File: config.mk
export PLATFORM = sky130hd
export DESIGN_NAME = nand_cmd_seq
export DESIGN_NICKNAME = d
export VERILOG_FILES = /design/src/rtl/nand_seq_pkg.sv /design/src/rtl/nand_seq_decode.sv /design/src/rtl/nand_seq_regs.sv /design/src/rtl/nand_seq_fsm.sv /design/src/rtl/nand_cmd_seq.sv
export SDC_FILE = /design/constraint.sdc
export NUM_CORES = 1
export LEC_CHECK = 0
export ABC_AREA = 1
export BUFFER_PORTS_ARGS = -buffer_cell sky130_fd_sc_hd__buf_2
export CELL_PAD_IN_SITES_DETAIL_PLACEMENT = 1
export CELL_PAD_IN_SITES_GLOBAL_PLACEMENT = 1
export CORE_AREA = 2 2 170 172
export CTS_CLUSTER_DIAMETER = 30
export DETAILED_ROUTE_END_ITERATION = 16
export DIE_AREA = 0 0 172 174
export PLACE_DENSITY = 0.65
export SETUP_SLACK_MARGIN = 0.02
export SYNTH_ARGS = -nofsm -noshare
export SYNTH_HDL_FRONTEND = slang
export SYNTH_SLANG_ARGS = --single-unit
File: constraint.sdc
create_clock -name clk -period 2.33 [get_ports clk]
set_input_delay 0 -clock clk [delete_from_list [all_inputs] [get_ports clk]]
set_output_delay 0 -clock clk [all_outputs]
set_load 0.02 [all_outputs]
File: src/rtl/nand_seq_pkg.sv
package nand_seq_pkg;

    typedef enum logic [2:0] {
        S_IDLE, S_CMD1, S_ADDR, S_DATA, S_CMD2, S_TWB, S_WRDY
    } seq_state_e;

    localparam logic [2:0] RA_CTL1  = 3'd0;
    localparam logic [2:0] RA_CTL2  = 3'd1;
    localparam logic [2:0] RA_COL   = 3'd2;
    localparam logic [2:0] RA_ROW   = 3'd3;
    localparam logic [2:0] RA_LEN   = 3'd4;
    localparam logic [2:0] RA_ISTAT = 3'd5;
    localparam logic [2:0] RA_IMASK = 3'd6;
    localparam logic [2:0] RA_STAT  = 3'd7;

    localparam int C1_GO     = 31;
    localparam int C1_AMARK  = 29;
    localparam int C1_ACNT   = 27;
    localparam int C1_RD     = 26;
    localparam int C1_WR     = 25;
    localparam int C1_CESEL  = 19;
    localparam int C2_OP2V   = 8;
    localparam int C2_ECCGEN = 30;
    localparam int IS_DONE   = 31;
    localparam int IS_XFER   = 28;

    localparam logic [7:0] OP_IDENT  = 8'h90;
    localparam logic [7:0] OP_STATRD = 8'h70;

endpackage

File: src/rtl/nand_seq_decode.sv
module nand_seq_decode
    import nand_seq_pkg::*;
#(
    parameter int ABYTES = 4
) (
    input  logic [31:0]               ctl1,
    input  logic [15:0]               col,
    input  logic [15:0]               row,
    input  logic [$clog2(ABYTES)-1:0] aidx,
    output logic [2:0]                n_addr,
    output logic [7:0]                abyte
);
    logic [7:0] bytes [ABYTES];
    logic [31:0] addr_word;

    assign addr_word = {row, col};

    for (genvar g = 0; g < ABYTES; g++) begin : g_byte
        assign bytes[g] = addr_word[8*g +: 8];
    end

    assign abyte = bytes[aidx];

    always_comb begin
        if (ctl1[C1_AMARK])
            n_addr = {1'b0, ctl1[C1_ACNT +: 2]} + 3'd1;
        else if (ctl1[7:0] == OP_IDENT || ctl1[7:0] == OP_STATRD)
            n_addr = 3'd1;
        else
            n_addr = 3'd0;
    end
endmodule

File: src/rtl/nand_seq_regs.sv
module nand_seq_regs
    import nand_seq_pkg::*;
#(
    parameter int LEN_W = 12
) (
    input  logic             clk,
    input  logic             rst_n,
    input  logic             reg_wr,
    input  logic [2:0]       reg_addr,
    input  logic [31:0]      reg_wdata,
    output logic [31:0]      reg_rdata,
    input  logic             seq_busy,
    input  logic             set_done,
    input  logic             set_xfer,
    output logic             start,
    output logic             busy,
    output logic [31:0]      ctl1_q,
    output logic [31:0]      ctl2_q,
    output logic [15:0]      col_q,
    output logic [15:0]      row_q,
    output logic [LEN_W-1:0] len_q,
    output logic             done_q,
    output logic             xfer_q,
    output logic             irq,
    output logic             ecc_clr
);
    logic [31:0] mask_q;
    logic [31:0] stat_w;
    logic wr_c1, wr_c2, wr_is;

    assign wr_c1  = reg_wr && reg_addr == RA_CTL1;
    assign wr_c2  = reg_wr && reg_addr == RA_CTL2;
    assign wr_is  = reg_wr && reg_addr == RA_ISTAT;
    assign busy   = seq_busy | start;
    assign stat_w = {done_q, 2'b00, xfer_q, 28'd0};
    assign irq    = |(stat_w & mask_q);

    always_ff @(posedge clk or negedge rst_n) begin
        if (!rst_n) begin
            ctl1_q  <= '0;
            ctl2_q  <= '0;
            col_q   <= '0;
            row_q   <= '0;
            len_q   <= '0;
            mask_q  <= '0;
            done_q  <= 1'b0;
            xfer_q  <= 1'b0;
            start   <= 1'b0;
            ecc_clr <= 1'b0;
        end else begin
            start   <= wr_c1 && reg_wdata[C1_GO] && !busy;
            ecc_clr <= wr_c2 && reg_wdata == 32'd0;
            if (wr_c1 && !busy) ctl1_q <= reg_wdata;
            if (wr_c2) ctl2_q <= reg_wdata;
            if (reg_wr && reg_addr == RA_COL) col_q <= reg_wdata[15:0];
            if (reg_wr && reg_addr == RA_ROW) row_q <= reg_wdata[15:0];
            if (reg_wr && reg_addr == RA_LEN) len_q <= reg_wdata[LEN_W-1:0];
            if (reg_wr && reg_addr == RA_IMASK) mask_q <= reg_wdata;
            if (set_done) done_q <= 1'b1;
            else if (wr_is && reg_wdata[IS_DONE]) done_q <= 1'b0;
            if (set_xfer) xfer_q <= 1'b1;
            else if (wr_is && reg_wdata[IS_XFER]) xfer_q <= 1'b0;
        end
    end

    always_comb begin
        unique case (reg_addr)
            RA_CTL1:  reg_rdata = ctl1_q;
            RA_CTL2:  reg_rdata = ctl2_q;
            RA_COL:   reg_rdata = {16'd0, col_q};
            RA_ROW:   reg_rdata = {16'd0, row_q};
            RA_LEN:   reg_rdata = 32'(len_q);
            RA_ISTAT: reg_rdata = stat_w;
            RA_IMASK: reg_rdata = mask_q;
            RA_STAT:  reg_rdata = {31'd0, busy};
            default:  reg_rdata = '0;
        endcase
    end
endmodule

File: src/rtl/nand_seq_fsm.sv
module nand_seq_fsm
    import nand_seq_pkg::*;
#(
    parameter int LEN_W = 12,
    parameter int TWB   = 6
) (
    input  logic             clk,
    input  logic             rst_n,
    input  logic             start,
    input  logic [31:0]      ctl1,
    input  logic [31:0]      ctl2,
    input  logic [15:0]      col,
    input  logic [15:0]      row,
    input  logic [LEN_W-1:0] len,
    input  logic [7:0]       wr_byte,
    input  logic             fl_rb,
    output logic             fl_cle,
    output logic             fl_ale,
    output logic             fl_we,
    output logic             fl_re,
    output logic [7:0]       fl_dout,
    output logic [1:0]       fl_ce_n,
    output logic             ecc_gen,
    output logic             seq_busy,
    output logic             set_done,
    output logic             set_xfer
);
    localparam int TW_W   = $clog2(TWB + 1);
    localparam int ABYTES = 4;
    localparam int AI_W   = $clog2(ABYTES);

    seq_state_e        state;
    logic [AI_W-1:0]   aidx;
    logic [LEN_W-1:0]  dcnt;
    logic [TW_W-1:0]   tcnt;
    logic [2:0]        n_addr;
    logic [7:0]        abyte;
    logic              rd_req, has_data;
    seq_state_e        after_addr, after_data;

    nand_seq_decode #(.ABYTES(ABYTES)) u_dec (
        .ctl1(ctl1), .col(col), .row(row), .aidx(aidx),
        .n_addr(n_addr), .abyte(abyte)
    );

    assign rd_req     = ctl1[C1_RD];
    assign has_data   = (ctl1[C1_RD] | ctl1[C1_WR]) && len != '0;
    assign after_data = ctl2[C2_OP2V] ? S_CMD2 : S_TWB;
    assign after_addr = has_data ? S_DATA : after_data;

    always_ff @(posedge clk or negedge rst_n) begin
        if (!rst_n) begin
            state <= S_IDLE;
            aidx  <= '0;
            dcnt  <= '0;
            tcnt  <= '0;
        end else begin
            if (state != S_ADDR) aidx <= '0;
            if (state != S_DATA) dcnt <= len - 1'b1;
            if (state != S_TWB)  tcnt <= TW_W'(TWB - 1);
            unique case (state)
                S_IDLE: if (start) state <= S_CMD1;
                S_CMD1: state <= (n_addr != 3'd0) ? S_ADDR : after_addr;
                S_ADDR: begin
                    aidx <= aidx + 1'b1;
                    if ({1'b0, aidx} == n_addr - 3'd1) state <= after_addr;
                end
                S_DATA: begin
                    if (dcnt == '0) state <= after_data;
                    else dcnt <= dcnt - 1'b1;
                end
                S_CMD2: state <= S_TWB;
                S_TWB: begin
                    if (tcnt == '0) state <= S_WRDY;
                    else tcnt <= tcnt - 1'b1;
                end
                S_WRDY: if (fl_rb) state <= S_IDLE;
                default: state <= S_IDLE;
            endcase
        end
    end

    always_comb begin
        fl_cle   = 1'b0;
        fl_ale   = 1'b0;
        fl_we    = 1'b0;
        fl_re    = 1'b0;
        fl_dout  = 8'd0;
        ecc_gen  = 1'b0;
        set_done = 1'b0;
        set_xfer = 1'b0;
        fl_ce_n  = 2'b11;
        seq_busy = state != S_IDLE;
        if (seq_busy) fl_ce_n[ctl1[C1_CESEL]] = 1'b0;
        unique case (state)
            S_IDLE, S_TWB: ;
            S_CMD1: begin fl_cle = 1'b1; fl_we = 1'b1; fl_dout = ctl1[7:0]; end
            S_ADDR: begin fl_ale = 1'b1; fl_we = 1'b1; fl_dout = abyte; end
            S_DATA: begin
                set_xfer = dcnt == '0;
                if (rd_req) fl_re = 1'b1;
                else begin
                    fl_we   = 1'b1;
                    fl_dout = wr_byte;
                    ecc_gen = ctl2[C2_ECCGEN];
                end
            end
            S_CMD2: begin fl_cle = 1'b1; fl_we = 1'b1; fl_dout = ctl2[7:0]; end
            S_WRDY: set_done = fl_rb;
            default: ;
        endcase
    end
endmodule

File: src/rtl/nand_cmd_seq.sv
module nand_cmd_seq
    import nand_seq_pkg::*;
#(
    parameter int LEN_W = 12,
    parameter int TWB   = 6
) (
    input  logic        clk,
    input  logic        rst_n,
    input  logic        reg_wr,
    input  logic [2:0]  reg_addr,
    input  logic [31:0] reg_wdata,
    output logic [31:0] reg_rdata,
    output logic        irq,
    output logic        fl_cle,
    output logic        fl_ale,
    output logic        fl_we,
    output logic        fl_re,
    output logic [7:0]  fl_dout,
    output logic [1:0]  fl_ce_n,
    input  logic        fl_rb,
    input  logic [7:0]  wr_byte,
    output logic        ecc_gen,
    output logic        ecc_clr
);
    logic             start, busy, seq_busy, set_done, set_xfer, done_q, xfer_q;
    logic [31:0]      ctl1_q, ctl2_q;
    logic [15:0]      col_q, row_q;
    logic [LEN_W-1:0] len_q;

    nand_seq_regs #(.LEN_W(LEN_W)) u_regs (
        .clk(clk), .rst_n(rst_n), .reg_wr(reg_wr), .reg_addr(reg_addr),
        .reg_wdata(reg_wdata), .reg_rdata(reg_rdata), .seq_busy(seq_busy),
        .set_done(set_done), .set_xfer(set_xfer), .start(start), .busy(busy),
        .ctl1_q(ctl1_q), .ctl2_q(ctl2_q), .col_q(col_q), .row_q(row_q),
        .len_q(len_q), .done_q(done_q), .xfer_q(xfer_q), .irq(irq),
        .ecc_clr(ecc_clr)
    );

    nand_seq_fsm #(.LEN_W(LEN_W), .TWB(TWB)) u_fsm (
        .clk(clk), .rst_n(rst_n), .start(start), .ctl1(ctl1_q), .ctl2(ctl2_q),
        .col(col_q), .row(row_q), .len(len_q), .wr_byte(wr_byte), .fl_rb(fl_rb),
        .fl_cle(fl_cle), .fl_ale(fl_ale), .fl_we(fl_we), .fl_re(fl_re),
        .fl_dout(fl_dout), .fl_ce_n(fl_ce_n), .ecc_gen(ecc_gen),
        .seq_busy(seq_busy), .set_done(set_done), .set_xfer(set_xfer)
    );
endmodule

Yosys cells after proc, flatten, opt, wreduce, memory -nomap -nowiden:

Index checks and enable logic that the tools add are counted.

* register bits after elaboration: 164
* word-level logic and storage cells: 126

* add/subtract/negate cells: 6
* $lt $le $gt $ge: 3
* equality and inequality tests: 24
* muxes and demuxes: 42
* bitwise operators: 5
* reduce and logical (&&, ||, !) cells: 32

Operators by type and width (count)
* $pmux W32 S8: 1
* $mux W12: 3
* $mux W3: 11
* $and A32 B32 Y32: 1
* $logic_not A32 Y1: 1
* $pmux W8 S4: 1
* $reduce_or A32 Y1: 1
* $mux W8: 3
* $sub A12 B1 Y12 const B: 2
* $eq A3 B3 Y1 const B: 7
* $pmux W3 S7: 1
* $bmux W8 S2: 1
* $mux W1: 16
* $logic_and A1 B1 Y1: 15
* $eq A3 B2 Y1 const B: 4
* $logic_not A12 Y1: 1
* $reduce_bool A12 Y1: 1
* $logic_not A3 Y1: 3
* $eq A8 B7 Y1 const B: 1
* $eq A8 B8 Y1 const B: 1
* $eq A3 B1 Y1 const B: 2
* $mux W2: 3
* $ne A2 B1 Y1 const B: 3
* $ne A3 B2 Y1 const B: 2
* 21 further kinds: 27

Depth between registers and ports, before layout:

* depth after elaboration: 8
* depth in mapped cells: 14
* mapped depth without buffers: 14

Cells and area by module:

From an unflattened synthesis, not the netlist that was laid out.

* cell total of the unflattened synthesis: 1179
* area, all modules: 8962.3 µm²

By module, submodules not included
* nand_seq_regs: times used 1, cells each 779, area an instance 6628.9 µm², seq. area each 3603.5 µm²
* nand_seq_fsm: times used 1, cells each 319, area an instance 1928.1 µm², seq. area each 500.5 µm²
* nand_seq_decode: times used 1, cells each 81, area an instance 405.4 µm², seq. area each 0.0 µm²

Worst setup path after synthesis:

No wires, ideal clock.

* path type: register -> register
* start: register u_regs.ctl1_q[29]
* end: register u_fsm.state[1]
* library setup time: 0.117 ns
* arrival time: 1.614 ns
* required time: 2.213 ns
* path slack: 0.600 ns
* stages on the path, launching flop included: 15
* path buffers: 0
* clock period less this slack: 1.730 ns
* cells stage by stage: dfrtp_1 > inv_1 > nand2_1 > nor2_1 > nand3_1 > nand2_1 > inv_1 > ha_1 > xnor2_1 > nor2_1 > nand3_1 > nand2_1 > nand2_1 > nand2_1 > nand2_1

* cells in the longest elaborated chain, start to end: 5

Ends and longest elaborated chain
* start: declaration: line nand_seq_regs.sv:17 `output logic [31:0] ctl1_q,`
* start signal: assignment: line nand_seq_regs.sv:53 `if (wr_c1 && !busy) ctl1_q <= reg_wdata;`
* $mux W3 (*): line nand_seq_decode.sv:25 `if (ctl1[C1_AMARK])`
* $sub A3 B1 Y3: line nand_seq_fsm.sv:66 `if ({1'b0, aidx} == n_addr - 3'd1) state <= after_addr;`
* $eq A2 B3 Y1: line nand_seq_fsm.sv:66
* $ne A2 B1 Y1 (no line)
* $reduce_and A5 Y1 (no line)
* end signal: assignment: line nand_seq_fsm.sv:63 `S_CMD1: state <= (n_addr != 3'd0) ? S_ADDR : after_addr;`
* end signal: assignment: line nand_seq_fsm.sv:66
* end signal: assignment: line nand_seq_fsm.sv:69 `if (dcnt == '0) state <= after_data;`
* end: declaration: line nand_seq_fsm.sv:32 `seq_state_e state;`

Every way passes the cells marked *; elsewhere a longest branch is shown, timed or not.
A chain may end at the register's enable or synchronous reset.

Worst setup path after layout:

* start: register u_fsm.state[2]
* end: output fl_dout[2]

* cells in the longest elaborated chain, start to end: 2

Ends and longest elaborated chain
* $eq A3 B3 Y1, or another cell as far along: line nand_seq_fsm.sv:95 `unique case (state)`
* $pmux W8 S4 (*): line nand_seq_fsm.sv:95
* end: declaration: line nand_cmd_seq.sv:18 `output logic [7:0] fl_dout,`

Marks and branches as above.

==> metrics <==
flip-flop and latch count after synthesis 164; Slew Limit Fails 0; Reg-to-Reg Start u_regs.ctl1_q[29]; CTS tree done; RePlAce Congestion 0.825; crit end category primary output; reg2reg end u_fsm.state[1]; core area 28200 µm²; final wirelength 30700 µm; Peak VDD IR 0.517 mV; CP Depth 5; commonest non-fill, non-tap cell in the layout nand2_1; Hold Crit Class in2reg; hpwl dp 21200 µm; Arr. time, crit path 2210 ps; post-route minimum period 2210 ps; Initial Util 0.296; status finished, final reports clean; final number of setup-violating endpoints 0; largest net degree at the start of global routing 60; max_slew headroom 0.453; largest cells by area after synthesis dfrtp_1 49%, nand2_1 13%, o21ai_0 8.9%; Metal-1 WL 14400 µm; # IOs 96; final hold violations 0; clock sinks 164; unrepaired setup endpoints after global routing no; critical path class reg2out; Rows 62; vias per inst 5.07; vias in the first global route 8386; CTS Buf Count 17; vias 7950; Max Clk Rate 0.452 GHz; # fillers 3464; pwr/cell area 1040 nW/µm²; initial antenna violation count 0; Total GRT Usage 0.216; leakage 4.95 nW; DR WL met3 1200 µm; Crit path buffers/inverters 2; sequential element share of the synthesized area 0.492; layout cells sized above 1 0.167; commonest cells after routing, fill and taps aside 298 x nand2_1, 163 x dfrtp_1, 149 x o21ai_0; Top Family by Delay on Critical Path buffers and inverters; Cell Area, Synth 8350 µm²; Synth area leader dfrtp_1; final net count 1226; first-pass GRT wire length 49000 µm; Synth top area share 0.492; wire per inst 19.5 µm; critical path endpoint fl_dout[2]; Core Util, Final 0.363; CP peak stage delay 480 ps; drt first pass iters 4; Met2 Wirelength 14400 µm; mean post-synth cell area 7.99 µm²; period utilization 0.949; Sum Neg Setup Slack 0 ps; port buffer count 95; Post-DRT Antenna Nets 0; worst-skew pair later-pin latency 440 ps; Slew @ Worst Pin 820 ps; synth warn 0; die extent in y 174 µm; R2R Setup Slk 320 ps; area grow syn2layout 22.9%; CP Max Fanout 15; post-synthesis cell type count 40; grt ovf 0; H-tree levels 4; critical path startpoint u_fsm.state[2]; Die ar. 29900 µm²; Syn Nets 1100; Highest Signal Layer met4; CP max-delay cell dfrtp_1; root buffer cell clkbuf_16; R2R depth 14; DRC 0; worst path required time 2330 ps; Clk pin slew, worst setup/hold paths 70 ps; ant diodes 0; critical path cell sequence nor3_4 -> buf_4 -> nand3_1 -> o2111ai_1 -> buf_2; clk_skew 12.7 ps; clk buf depth 2; Max-cap violations 0; Mapped Cells 1045; Die Width 172 µm; nature of the critical path startpoint flop; initial DRC count 470
[state kept, by name, indices dropped and copies added (netlist names)]
| signal | cells |
|---|---|
| u_regs.start | 1 |
| u_fsm.aidx | 2 |
| u_regs.xfer_q | 1 |
| u_regs.len_q | 12 |
| u_fsm.dcnt | 12 |
| u_fsm.state | 3 |
| u_regs.row_q | 16 |
| u_regs.ecc_clr | 1 |
| u_regs.ctl1_q | 32 |
| u_regs.ctl2_q | 32 |
| u_regs.done_q | 1 |
| u_regs.mask_q | 32 |
| u_regs.col_q | 16 |
| u_fsm.tcnt | 3 |
[cell type report]
type	instances	area, µm²	share of cell area
Inverter	112	428	0.0417
Clock buffer	17	425	0.0415
Tap cell	384	480	0.0469
Sequential cell	164	4110	0.400
Clock inverter	15	158	0.0154
Multi-Input combinational cell	721	3590	0.350
Timing Repair Buffer	155	1070	0.104
[layer usage]
layer	GRT usage	up-vias
li1	-	3719
met1	0.301	4014
met2	0.345	178
met3	0.0326	39
met4	0.0658	0
met5	0	-
[power breakdown]
part / switching [mW] / leakage [nW] / internal (mW)
registers: 0.581 / 2.05 / 3.60
clock network: 1.40 / 0.278 / 1.44
logic: 2.44 / 2.62 / 1.23
total: 4.42 / 4.95 / 6.27
[cell families after synthesis]
group,Yosys count,synth area share
and+or+nand+nor,421,0.210
DFF,164,0.492
adders and majority gates,8,0.0120
buffers and inverters,160,0.0786
xor gates and xnor gates,11,0.0115
AOI/OAI and AO/OA,281,0.196
[per-stage QoR]
step | hold WS, ps | instances | power (mW) | area (µm²) | setup slack [ps]
4_1_cts | 25.4 | 1566 | 10.7 | 10200 | 40.5
3_3_place_gp | 26.9 | 1500 | 7.73 | 9310 | 408
6_report | 28.8 | 1568 | 10.7 | 10300 | 119
2_1_floorplan | -296 | 1045 | 6.41 | 8350 | 600
5_1_grt | 69.9 | 1568 | 11.4 | 10300 | 41.6
3_5_place_dp | 24.9 | 1500 | 7.80 | 9310 | 356
[repair_timing]
action	4_1_cts	5_1_grt
gates resized for setup	0	4
setup endpoints to repair	0	9
setup buffers	0	2
hold endpoints to repair	159	0
hold buffers	34	0
[synth_stat cells (all sizes together)]
| cell type | number |
|---|---|
| a21oi | 33 |
| a221oi | 4 |
| a22o | 2 |
| a22oi | 20 |
| a31oi | 3 |
| a32o | 1 |
| a32oi | 4 |
| and2 | 1 |
| buf | 28 |
| clkbuf | 20 |
| dfrtp | 164 |
| ha | 8 |
| inv | 112 |
| nand2 | 304 |
| nand3 | 31 |
| nand3b | 3 |
| nand4 | 12 |
| nor2 | 50 |
| nor3 | 12 |
| nor4 | 7 |
| o2111ai | 15 |
| o211ai | 3 |
| o21ai | 193 |
| o221ai | 1 |
| o2bb2ai | 1 |
| o31ai | 1 |
| or2 | 1 |
| xnor2 | 5 |
| xor2 | 6 |
[tightest hold or removal path, stage by stage]
cell     delay [ps]
buf_2            80
inv_1           170
o21ai_2         180
[how the worst min path moves through the flow]
stage | slack [ps] | cells after the start | end | start
6_report | 30 | 3 | u_regs.ctl1_q[10] | reg_wdata[10]
5_1_grt | 70 | 3 | u_regs.ctl1_q[10] | reg_wdata[10]
4_1_cts | 30 | 3 | u_regs.ctl1_q[10] | reg_wdata[10]
3_5_place_dp | 20 | 1 | u_regs.mask_q[31] | rst_n
3_3_place_gp | 30 | 1 | u_regs.mask_q[31] | rst_n
2_1_floorplan | -300 | 0 | u_fsm.aidx[0] | rst_n
No activity file was read; power rests on OpenSTA's default activity.
